===== config.mk =====
export PLATFORM = sky130hd
export DESIGN_NAME = xreg_port
export DESIGN_NICKNAME = d
export VERILOG_FILES = /design/src/rtl/xreg_pkg.sv /design/src/rtl/xreg_decode.sv /design/src/rtl/xreg_index.sv /design/src/rtl/xreg_bank.sv /design/src/rtl/xreg_port.sv
export SDC_FILE = /design/constraint.sdc
export NUM_CORES = 1
export LEC_CHECK = 0
export BUFFER_PORTS_ARGS = -buffer_cell sky130_fd_sc_hd__buf_4
export CAP_MARGIN = 10
export CELL_PAD_IN_SITES_DETAIL_PLACEMENT = 0
export CELL_PAD_IN_SITES_GLOBAL_PLACEMENT = 1
export CORE_ASPECT_RATIO = 0.9
export CORE_MARGIN = 2
export CORE_UTILIZATION = 45
export CTS_CLUSTER_DIAMETER = 150
export DETAILED_ROUTE_END_ITERATION = 12
export PLACE_DENSITY_LB_ADDON = 0.1
export SETUP_SLACK_MARGIN = 0.5
export SLEW_MARGIN = 20
export SYNTH_ARGS = -nofsm -noshare
export SYNTH_HDL_FRONTEND = slang
export SYNTH_SLANG_ARGS = --single-unit

===== constraint.sdc =====
create_clock -name clk -period 4.97 [get_ports clk]
set_clock_uncertainty 0.2 [all_clocks]
set_input_delay 0.994 -clock clk [delete_from_list [all_inputs] [get_ports clk]]
set_output_delay 0.994 -clock clk [all_outputs]
set_load 0.1 [all_outputs]

===== src/rtl/xreg_pkg.sv =====
package xreg_pkg;

    localparam int BYTE_W = 8;
    localparam int IO_AW  = 16;

    localparam logic [IO_AW-1:0] PORT_BASE_PRI = 16'h01CE;
    localparam logic [IO_AW-1:0] PORT_BASE_ALT = 16'h03CE;

    typedef enum logic [2:0] {
        ACC_NONE,
        ACC_IDX_WR,
        ACC_DAT_WR,
        ACC_DAT_RD,
        ACC_WORD_WR
    } acc_e;

    function automatic logic [IO_AW-1:0] port_base(input logic sel);
        return sel ? PORT_BASE_ALT : PORT_BASE_PRI;
    endfunction

    function automatic logic idx_in_window(input logic [BYTE_W-1:0] idx,
                                           input logic [BYTE_W-1:0] first,
                                           input logic [BYTE_W:0]   count);
        logic [BYTE_W:0] wide_idx;
        logic [BYTE_W:0] wide_lo;
        wide_idx = {1'b0, idx};
        wide_lo  = {1'b0, first};
        return (wide_idx >= wide_lo) && (wide_idx < (wide_lo + count));
    endfunction

endpackage


===== src/rtl/xreg_decode.sv =====
module xreg_decode
    import xreg_pkg::*;
(
    input  logic             base_sel,
    input  logic [IO_AW-1:0] io_addr,
    input  logic             io_wr,
    input  logic             io_rd,
    input  logic [1:0]       io_be,
    output acc_e             acc
);
    logic [IO_AW-1:0] base;
    logic             hit_idx;
    logic             hit_dat;
    logic             is_byte;
    logic             is_word;

    always_comb begin
        base    = port_base(base_sel);
        hit_idx = (io_addr == base);
        hit_dat = (io_addr == base + 16'd1);
        is_byte = (io_be == 2'b01);
        is_word = (io_be == 2'b11);
        acc     = ACC_NONE;
        if (io_wr && !io_rd) begin
            if (hit_idx && is_byte)      acc = ACC_IDX_WR;
            else if (hit_idx && is_word) acc = ACC_WORD_WR;
            else if (hit_dat && is_byte) acc = ACC_DAT_WR;
        end else if (io_rd && !io_wr) begin
            if (hit_dat && is_byte)      acc = ACC_DAT_RD;
        end
    end
endmodule


===== src/rtl/xreg_index.sv =====
module xreg_index
    import xreg_pkg::*;
(
    input  logic              clk,
    input  logic              rst,
    input  acc_e              acc,
    input  logic [BYTE_W-1:0] wbyte,
    output logic [BYTE_W-1:0] idx,
    output logic              idx_vld
);
    always_ff @(posedge clk) begin
        if (rst) begin
            idx     <= '0;
            idx_vld <= 1'b0;
        end else begin
            unique case (acc)
                ACC_IDX_WR: begin
                    idx     <= wbyte;
                    idx_vld <= 1'b1;
                end
                ACC_DAT_WR, ACC_DAT_RD, ACC_WORD_WR: idx_vld <= 1'b0;
                default: ;
            endcase
        end
    end
endmodule


===== src/rtl/xreg_bank.sv =====
module xreg_bank #(
    parameter int NUM_REGS = 64,
    parameter int W        = 8,
    localparam int OFS_W   = $clog2(NUM_REGS)
) (
    input  logic                  clk,
    input  logic                  rst,
    input  logic                  we,
    input  logic [OFS_W-1:0]      wofs,
    input  logic [W-1:0]          wdata,
    input  logic [OFS_W-1:0]      rofs,
    output logic [W-1:0]          rdata,
    output logic [NUM_REGS*W-1:0] flat
);
    for (genvar g = 0; g < NUM_REGS; g++) begin : g_reg
        logic [W-1:0] q;
        always_ff @(posedge clk) begin
            if (rst)                             q <= '0;
            else if (we && wofs == OFS_W'(g))    q <= wdata;
        end
        assign flat[g*W +: W] = q;
    end

    assign rdata = flat[rofs*W +: W];
endmodule


===== src/rtl/xreg_port.sv =====
module xreg_port
    import xreg_pkg::*;
#(
    parameter int              NUM_REGS = 64,
    parameter logic [7:0]      IDX_BASE = 8'h80
) (
    input  logic                       clk,
    input  logic                       rst,
    input  logic                       base_sel,
    input  logic [15:0]                io_addr,
    input  logic                       io_wr,
    input  logic                       io_rd,
    input  logic [1:0]                 io_be,
    input  logic [15:0]                io_wdata,
    output logic [7:0]                 io_rdata,
    output logic [NUM_REGS*8-1:0]      regs_flat
);
    localparam int OFS_W = $clog2(NUM_REGS);

    acc_e              acc;
    logic [BYTE_W-1:0] idx;
    logic              idx_vld;
    logic [BYTE_W-1:0] tgt_idx;
    logic [BYTE_W-1:0] tgt_dat;
    logic              we;
    logic [OFS_W-1:0]  wofs;
    logic [OFS_W-1:0]  rofs;
    logic [BYTE_W-1:0] bank_rd;
    logic              rd_ok;

    xreg_decode u_dec (
        .base_sel (base_sel),
        .io_addr  (io_addr),
        .io_wr    (io_wr),
        .io_rd    (io_rd),
        .io_be    (io_be),
        .acc      (acc)
    );

    xreg_index u_idx (
        .clk     (clk),
        .rst     (rst),
        .acc     (acc),
        .wbyte   (io_wdata[7:0]),
        .idx     (idx),
        .idx_vld (idx_vld)
    );

    always_comb begin
        if (acc == ACC_WORD_WR) begin
            tgt_idx = io_wdata[7:0];
            tgt_dat = io_wdata[15:8];
        end else begin
            tgt_idx = idx;
            tgt_dat = io_wdata[7:0];
        end
        we = ((acc == ACC_DAT_WR && idx_vld) || acc == ACC_WORD_WR)
             && idx_in_window(tgt_idx, IDX_BASE, 9'(NUM_REGS));
        wofs  = OFS_W'(tgt_idx - IDX_BASE);
        rofs  = OFS_W'(idx - IDX_BASE);
        rd_ok = (acc == ACC_DAT_RD) && idx_vld
                && idx_in_window(idx, IDX_BASE, 9'(NUM_REGS));
        io_rdata = rd_ok ? bank_rd : 8'hFF;
    end

    xreg_bank #(.NUM_REGS(NUM_REGS), .W(BYTE_W)) u_bank (
        .clk   (clk),
        .rst   (rst),
        .we    (we),
        .wofs  (wofs),
        .wdata (tgt_dat),
        .rofs  (rofs),
        .rdata (bank_rd),
        .flat  (regs_flat)
    );
endmodule


; ---- After elaboration in Yosys (flattened, before gate mapping)
; Cells that the tools add are included.
[op_classes]
addsub = 3
order_cmp = 4
eq_ne = 71
shifts = 1
mux = 11
reduce_logical = 81
[op_table]
columns = operator, n
row1 = indexed part select 512 x 10 -> 8 bit, 1
row2 = == test 6 bit (second input constant), 32
row3 = == test 6 x 5 -> 1 bit (second input constant), 16
row4 = logical AND 1 bit, 75
row5 = == test 6 x 4 -> 1 bit (second input constant), 8
row6 = == test 16 bit, 2
row7 = == test 6 x 3 -> 1 bit (second input constant), 4
row8 = 2-to-1 mux 8 bit, 3
row9 = adder 16 x 1 -> 16 bit (second input constant), 1
row10 = greater-or-equal comparator 8 bit (second input constant), 2
row11 = < comparator 8 bit (second input constant), 2
row12 = == test 6 x 2 -> 1 bit (second input constant), 2
row13 = 2-to-1 mux 3 bit, 4
row14 = subtractor 6 x 1 -> 6 bit (second input constant), 2
row15 = 2-to-1 mux 10 bit, 1
row16 = == test 3 x 2 -> 1 bit (second input constant), 2
row17 = == test 6 x 1 -> 1 bit (second input constant), 1
row18 = zero test 6 bit, 1
row19 = 2-to-1 mux 2 bit, 2
row20 = == test 3 x 1 -> 1 bit (second input constant), 1
row21 = == test 3 bit (second input constant), 1
row22 = OR reduction 3 bit, 1
row23 = == test 2 x 1 -> 1 bit (second input constant), 1
row24 = == test 2 bit (second input constant), 1
row25 = other kinds (4), 5
[word_totals]
ff_bits = 521
inputBits = 39
word_cells = 237

; ---- Logic depth before layout (Yosys ltp)
; Gate-level depths: netlist of run 1.
[depth]
word_depth = 14
mapped_depth = 11
mapped_depth_nobuf = 6

; ---- Cells and area by module
; A second synthesis of run 1 with hierarchy kept.
[hier_totals]
hier_cells = 2585
hier_area_um2 = 23671.5
[modules_own_cells]
columns = module, instances, cells_per_inst, area_each_um2, seq_area_each_um2
row1 = xreg_bank, 1, 2495, 22806.9, 10249.8
row2 = xreg_index, 1, 41, 422.9, 180.2
row3 = xreg_port, 1, 32, 304.0, 0.0
row4 = xreg_decode, 1, 17, 137.6, 0.0

; ---- Least setup slack after synthesis of run 1
; Ideal clock, no wire load.
[synth_timing]
path_type = register to output
startpoint = reg u_bank.g_reg[7].q[3]
endpoint = out io_rdata[3]
arrival_time_ns = 3.984
setup_slack_ns = -0.208
path_stages_with_launch = 7
path_buffers = 0
path_cell_list = dfxtp_1 mux4_2 nand2b_1 o311ai_0 a211oi_1 a211oi_1 o21ai_0
[synth_via]
elab_chain_len = 2
[synth_lines]
columns = item, line_no
row1 = "start, declared", xreg_bank.sv:16  ; logic [W-1:0] q;
row2 = "start signal, assigned", xreg_bank.sv:19  ; else if (we && wofs == OFS_W'(g)) q <= wdata;
row3 = indexed part select 512 x 10 -> 8 bit, xreg_bank.sv:24  ; assign rdata = flat[rofs*W +: W];
row4 = 2-to-1 mux 8 bit, xreg_port.sv:63  ; io_rdata = rd_ok ? bank_rd : 8'hFF;
row5 = "end, declared", xreg_port.sv:15  ; output logic [7:0] io_rdata,
; No other way between the ends.

; ---- Worst setup path in the final report of run 1
[layout_timing]
startpoint = reg u_idx.idx[2]
endpoint = out io_rdata[1]
[layout_via]
elab_chain_len = 4
word_cells_on_any_way = 7
cone_classes = add/sub: 1 / order compare: 2 / shift: 1 / mux: 1 / reduce/logical: 2
[layout_lines]
columns = item, line_no
row1 = "start, declared", xreg_index.sv:8  ; output logic [BYTE_W-1:0] idx,
row2 = "start signal, assigned", xreg_index.sv:18  ; idx <= wbyte;
row3 = "parallel branches: the longest is 3 deep, another holds subtractor 6 x 1 -> 6 bit", --
row4 = 2-to-1 mux 8 bit (*), xreg_port.sv:63
; Every way passes the cells marked *.

==> impl_metrics.ini, run 1 <==
[status]
status = completed

[setup_path]
cp-start-kind = register
crit_fanout = 8
crit_required_ns = 3.78
critical_path.max_stage_delay_ns = 0.58
cp_slowest_cell = mux4_2
path_cells = buf_4, mux4_2, mux2_2, a211oi_1, buf_4, o221ai_2, buf_4
crit_top_cell = buf_4
arrival_ns = 3.22
critical_path.top_delay_family = multiplexers
crit_type = reg2out
cp_num_buf_inv = 3
cp-end-kind = primary output

[route]
viasPerCell = 5.93
dr_total_vias = 21100
first_pass_iters = 5
avgRoutedWirePerCell_um = 27.3
routed_wl_mm = 97.3
drc = 0
final_antenna_net_count = 0
first_iter_violations = 1862

[layout]
fin_util = 0.575
finalNetCount = 2797
drive_gt1_frac = 0.333
final_cells = 3560
fin_area_mm2 = 0.0320
ff_latch_area_mm2 = 0.0104
nFillCells = 4793
multi_input_area_mm2 = 0.0138
synthToLayoutAreaGrowth_pct = 26.2

[cts]
h-tree-depth = 2
cts-hold-fix-buffers = 0
numCtsBuffers = 55
clock_path_buffers = 3
path_clk_slew_ns = 0.06
clockRootBuffer = clkbuf_16
cts_tree = yes
clkLatencyLatePin_ns = 0.61
cts.sinks = 521

[synth]
synth_top_family_by_area = simple AND/OR/NAND/NOR gates
synthSimpleGateAreaFrac = 0.203
yosysUniqueCellTypes = 50
synth_fp_nets = 2347
ys_warn_count = 0
netlist_instances = 2308
synth_fa_ha_area_frac = 0
synth_area_per_cell_um2 = 11.0
synth.area.mux_share = 0.182
synth_area_mm2 = 0.0254
ys_seq_area_frac = 0.411
synthXorXnorAreaFrac = 0.000345
synth-compound-area-share = 0.152
synthArstFlopShare = 0
synthFlopType = dfxtp_1
synth_seq_cells = 521
synth-edff-count = 0

[timing]
fmax_mhz = 227
maxSlewHeadroom = 0.300
rsz0062_at_grt = true
worst_pin_slew_ns = 1.04
finalSetupTns_ns = 0
finalSetupViolations = 0
worst_slack_ns = 0.556
min_period_ns = 4.41
hold_violations = 0
drv_slew = 0
period_share = 0.888

[grt]
grt_max_degree = 149
grt_antenna_before_repair = 3
grt_pass1_vias = 20300
grt_pass1_wl_mm = 140
grtUsageTotal = 0.323
grt_overflow = 0

[power]
ir_drop_uv = 226
p_leak_nw = 16.2
power_density_mw_per_mm2 = 272

[die]
coreArea_mm2 = 0.0557
die_width_um = 254
die_area_mm2 = 0.0583
io_pins = 559
rows = 82
start_util = 0.456
die_height_um = 229

[placed_design]
hpwl_mm = 68.9
placed_cells = 3443
io_buffers = 558
gp_congestion = 0.903
placed_cell_area_mm2 = 0.0299
place_ws_ns = 0.637

[hold_path]
hold_class = reg2reg

[run]
drv_cap = 0
-- layer usage --
layer  up-vias  GRT usage  share of wire  wire length (um)
li1       9404          -              -                 -
met1     10700      0.440           0.43             41400
met2       874      0.516           0.47             45600
met3       151     0.0622          0.074              7230
met4         2      0.103          0.031              3030
met5         -          0       0.000093                 9
-- repair_timing --
action / CTS / global route
gates cloned: 0 / 0
buffers inserted: 13 / 1
gates resized for setup: 10 / 5
setup endpoints to repair: 8 / 6
-- power by group --
group,switching [mW],internal (mW)
clock network,1.77,2.49
logic,0.206,0.0706
registers,0.000000319,4.17
-- final timing paths --
kind	startpoint	end	slack (ns)	cells past startpoint
min reg2reg	u_bank.g_reg[57].q[6]	u_bank.g_reg[57].q[6]	0.29	2
max reg2reg	u_idx.idx[1]	u_bank.g_reg[19].q[6]	1.86	8
min	u_bank.g_reg[57].q[6]	u_bank.g_reg[57].q[6]	0.29	2
max	u_idx.idx[2]	io_rdata[1]	0.56	7
-- cell families (layout without fill, tap and decap cells) --
kind of cell | Yosys count | count (layout)
and+or+nand+nor | 718 | 718
other | 0 | 2
muxes | 299 | 299
xor gates and xnor gates | 1 | 1
AOI/OAI and AO/OA | 526 | 526
DFF | 521 | 521
buffers and inverters | 243 | 737
-- synth_stat cells (5+ instances only) --
cell	count	area [um^2]
clkbuf_1	96	360
nor2_1	38	143
nand3b_1	10	75.1
o21ai_1	14	70.1
nor2_2	8	50.1
buf_6	34	383
buf_4	6	45.0
nand2_1	12	45.0
or2_1	8	50.1
clkbuf_2	8	40.0
o21ai_0	16	80.1
o221ai_1	5	43.8
nand2b_1	134	838
a21o_1	385	2890
nor3_1	37	185
buf_2	83	415
nor2b_1	20	125
buf_1	10	37.5
dfxtp_1	521	10400
a211oi_1	12	90.1
a21oi_1	14	70.1
o32ai_1	6	52.6
nand3_1	8	40.0
nor3b_1	386	2900
a22oi_1	64	480
mux2i_1	166	1660
nor2_8	10	200
mux4_2	130	2930
nor2_4	30	338
-- metrics by stage --
step	hold slack (ns)	power [mW]
after floorplan	0.261	4.44
after global routing	0.312	8.93
after global placement	0.277	4.53
after detailed placement	0.284	4.54
after CTS	0.297	8.74
final	0.293	8.70
-- state kept, by name, summed over array words and instances (netlist names) --
register       flops
u_idx.idx_vld      1
u_bank.g.q       512
u_idx.idx          8
-- cell usage in the layout (no fill, tap or decap), types with 4 or more instances in the layout --
cell type	count
a211oi_1	10
a21o_1	385
a21oi_1	14
a221o_1	4
a22oi_1	64
buf_12	16
buf_4	607
buf_6	4
buf_8	4
clkbuf_1	13
clkbuf_16	57
clkbuf_8	16
clkinv_2	8
dfxtp_1	516
dfxtp_4	5
inv_1	4
mux2i_1	165
mux4_2	130
nand2_1	12
nand2b_1	134
nand3_1	8
nand3b_1	10
nor2_1	29
nor2_2	9
nor2_4	38
nor2_8	10
nor2b_1	19
nor3_1	35
nor3b_1	385
o21ai_0	12
o21ai_1	18
o221ai_2	5
o32ai_1	6
or2_1	8
-- tightest hold or removal path: stages (launching register included) --
cell	delay, ns
dfxtp_1	0.32
nand2b_1	0.07
mux2i_1	0.06
-- layout make-up --
cell class | count | area share
multi-input combinational | 1544 | 0.430
sequential | 521 | 0.326
timing repair buffer | 631 | 0.156
clock buffer | 86 | 0.0529
tap | 756 | 0.0295
clock inverter | 15 | 0.00512
inverter | 5 | 0.000586
antenna | 2 | 0.000156
Note: power is estimated with default switching activity, not from simulation.
==> run 2: changes to the inputs <==
--- a/config.mk
+++ b/config.mk
@@ -9,7 +9,7 @@
 export CAP_MARGIN = 10
 export CELL_PAD_IN_SITES_DETAIL_PLACEMENT = 0
 export CELL_PAD_IN_SITES_GLOBAL_PLACEMENT = 1
-export CORE_ASPECT_RATIO = 0.9
+export CORE_ASPECT_RATIO = 1.25
 export CORE_MARGIN = 2
 export CORE_UTILIZATION = 45
 export CTS_CLUSTER_DIAMETER = 150
==> run 2 against run 1 <==
Compared with the run above:
- via count is 0.90% lower
- global-route usage is 0.45 points lower
- clock power is 6.6% lower
- register-to-register slack worse by 0.07 ns
- fmax is 0.36% lower
- sequential share of layout area increased by 0.17 points
- final cell count is 0.45% lower
- worst hold slack better by 0.0019 ns
- total power decreased by 3.4%
- routed wire length is 1.4% lower
- sequential cell count unchanged
- non-clock buffer count grew 7
- critical path type unchanged
- highest routed layer is now met4
==> impl_metrics.ini, run 2 (synthesized netlist as in run 1, its figures left out) <==
[setup_path]
crit_type = reg2out
critical_path.max_stage_delay_ns = 0.53
cp_num_buf_inv = 2
critical_path.top_delay_family = multiplexers
crit_fanout = 17
arrival_ns = 3.24
r2r_start = u_idx.idx[0]
cp-start-kind = register
cp-end-kind = primary output
path_cells = buf_12, mux4_2, mux4_2, o21ai_0, o221ai_2, buf_4
crit_required_ns = 3.78
reg2reg_to = u_bank.g_reg[33].q[6]
rr_worst_depth = 8
cp_slowest_cell = mux4_2
crit_top_cell = mux4_2
rrSetupSlack_ns = 1.79

[die]
die_area_mm2 = 0.0584
io_pins = 559
die_height_um = 270
coreArea_mm2 = 0.0559
start_util = 0.454
die_width_um = 216
rows = 97

[power]
power_density_mw_per_mm2 = 264
p_leak_nw = 16.2
ir_drop_uv = 230

[grt]
grtUsageTotal = 0.319
grt_antenna_before_repair = 0
grt_pass1_vias = 20300
grt_pass1_wl_mm = 140
grt_overflow = 0
grt_max_degree = 166

[timing]
drv_slew = 0
finalSetupTns_ns = 0
min_period_ns = 4.43
rsz0062_at_grt = true
worst_pin_slew_ns = 1.01
finalSetupViolations = 0
hold_violations = 0
maxSlewHeadroom = 0.326
period_share = 0.891
fmax_mhz = 226

[placed_design]
placed_cell_area_mm2 = 0.0300
hpwl_mm = 68.5
gp_congestion = 0.907
io_buffers = 558

[layout]
largest_reg_flops = 512
finalNetCount = 2802
top_regs = u_bank.g.q (512), u_idx.idx (8), u_idx.idx_vld (1)
antenna_cells = 0
top_register = u_bank.g.q
synthToLayoutAreaGrowth_pct = 25.5
drive_gt1_frac = 0.334
final_cell_mix = buf_4, dfxtp_1, a21o_1, nor3b_1, mux2i_1
fin_area_mm2 = 0.0319
final_common_cell = buf_4

[cts]
clkLatencyLatePin_ns = 0.60
clock_path_buffers = 3
cts-hold-fix-buffers = 0
numCtsBuffers = 53
cts.sinks = 521
clockRootBuffer = clkbuf_16
h-tree-depth = 2
path_clk_slew_ns = 0.07
cts_tree = yes

[route]
first_iter_violations = 1807
routed_wl_mm = 95.9
viasPerCell = 5.91
drc = 0
final_antenna_net_count = 0
dr_total_vias = 20900
avgRoutedWirePerCell_um = 27.1
first_pass_iters = 8

[hold_path]
hold_path_depth = 2
min_from = u_bank.g_reg[59].q[2]
hold_class = reg2reg
min_to = u_bank.g_reg[59].q[2]

[run]
drv_cap = 0

[status]
status = completed
## run 2: worst max-delay path by stage
stage	from	end	slack, ns	cells after the start
2_1_floorplan	u_bank.g_reg[7].q[3]	io_rdata[3]	0.55	6
3_3_place_gp	u_idx.idx[1]	io_rdata[3]	0.66	7
3_5_place_dp	u_idx.idx[1]	io_rdata[6]	0.63	7
4_1_cts	u_idx.idx[4]	io_rdata[6]	0.48	6
5_1_grt	u_idx.idx[2]	io_rdata[6]	0.48	8
6_report	u_idx.idx[1]	io_rdata[2]	0.54	6
## run 2: tightest hold or removal path, delay by kind of cell (launching register included)
kind	cells	cell delay [ns]
AND/OR/NAND/NOR	1	0.07
flip-flops	1	0.32
multiplexers	1	0.06
## run 2: layer usage
metal  share of wire  wire [um]  GRT usage
met5               0          0          0
met4           0.043       4080      0.127
met2            0.49      47000      0.543
met1            0.41      38800      0.406
met3           0.063       6010     0.0460
## run 2: cell type report
cell class              count  area [um^2]
inverters                   5         18.8
clock inverters            16          133
multi-input cells        1544        13800
clock buffers              78         1550
fillers                  4916        24100
well taps                 742          928
flip-flops and latches    521        10400
repair buffers            638         5000
## run 2: power by group
group / internal, mW / switching (mW) / leakage, nW / total (mW)
clock: 2.25 / 1.72 / 0.839 / 3.97
combinational: 0.0705 / 0.198 / 11.1 / 0.269
sequential: 4.17 / 0.000000496 / 4.20 / 4.17
total: 6.49 / 1.91 / 16.2 / 8.41
## run 2: per-stage QoR
step                hold slack, ns  utilization  std cells  worst slack [ns]  power, mW
finish                       0.295        0.570       3544             0.540       8.41
global route                 0.319        0.570       3544             0.481       8.63
CTS                          0.297        0.569       3544             0.483       8.45
detailed placement           0.285        0.536       3440             0.627       4.53
global placement             0.277        0.536       3440             0.656       4.53
floorplan                    0.261            -       2308             0.547       4.44
## run 2: what timing repair did
item	in CTS	in global routing
hold endpoints to repair	0	0
endpoints found under the setup margin	8	7
buffers inserted	10	0
gates resized for setup	8	10
pin swaps	0	2
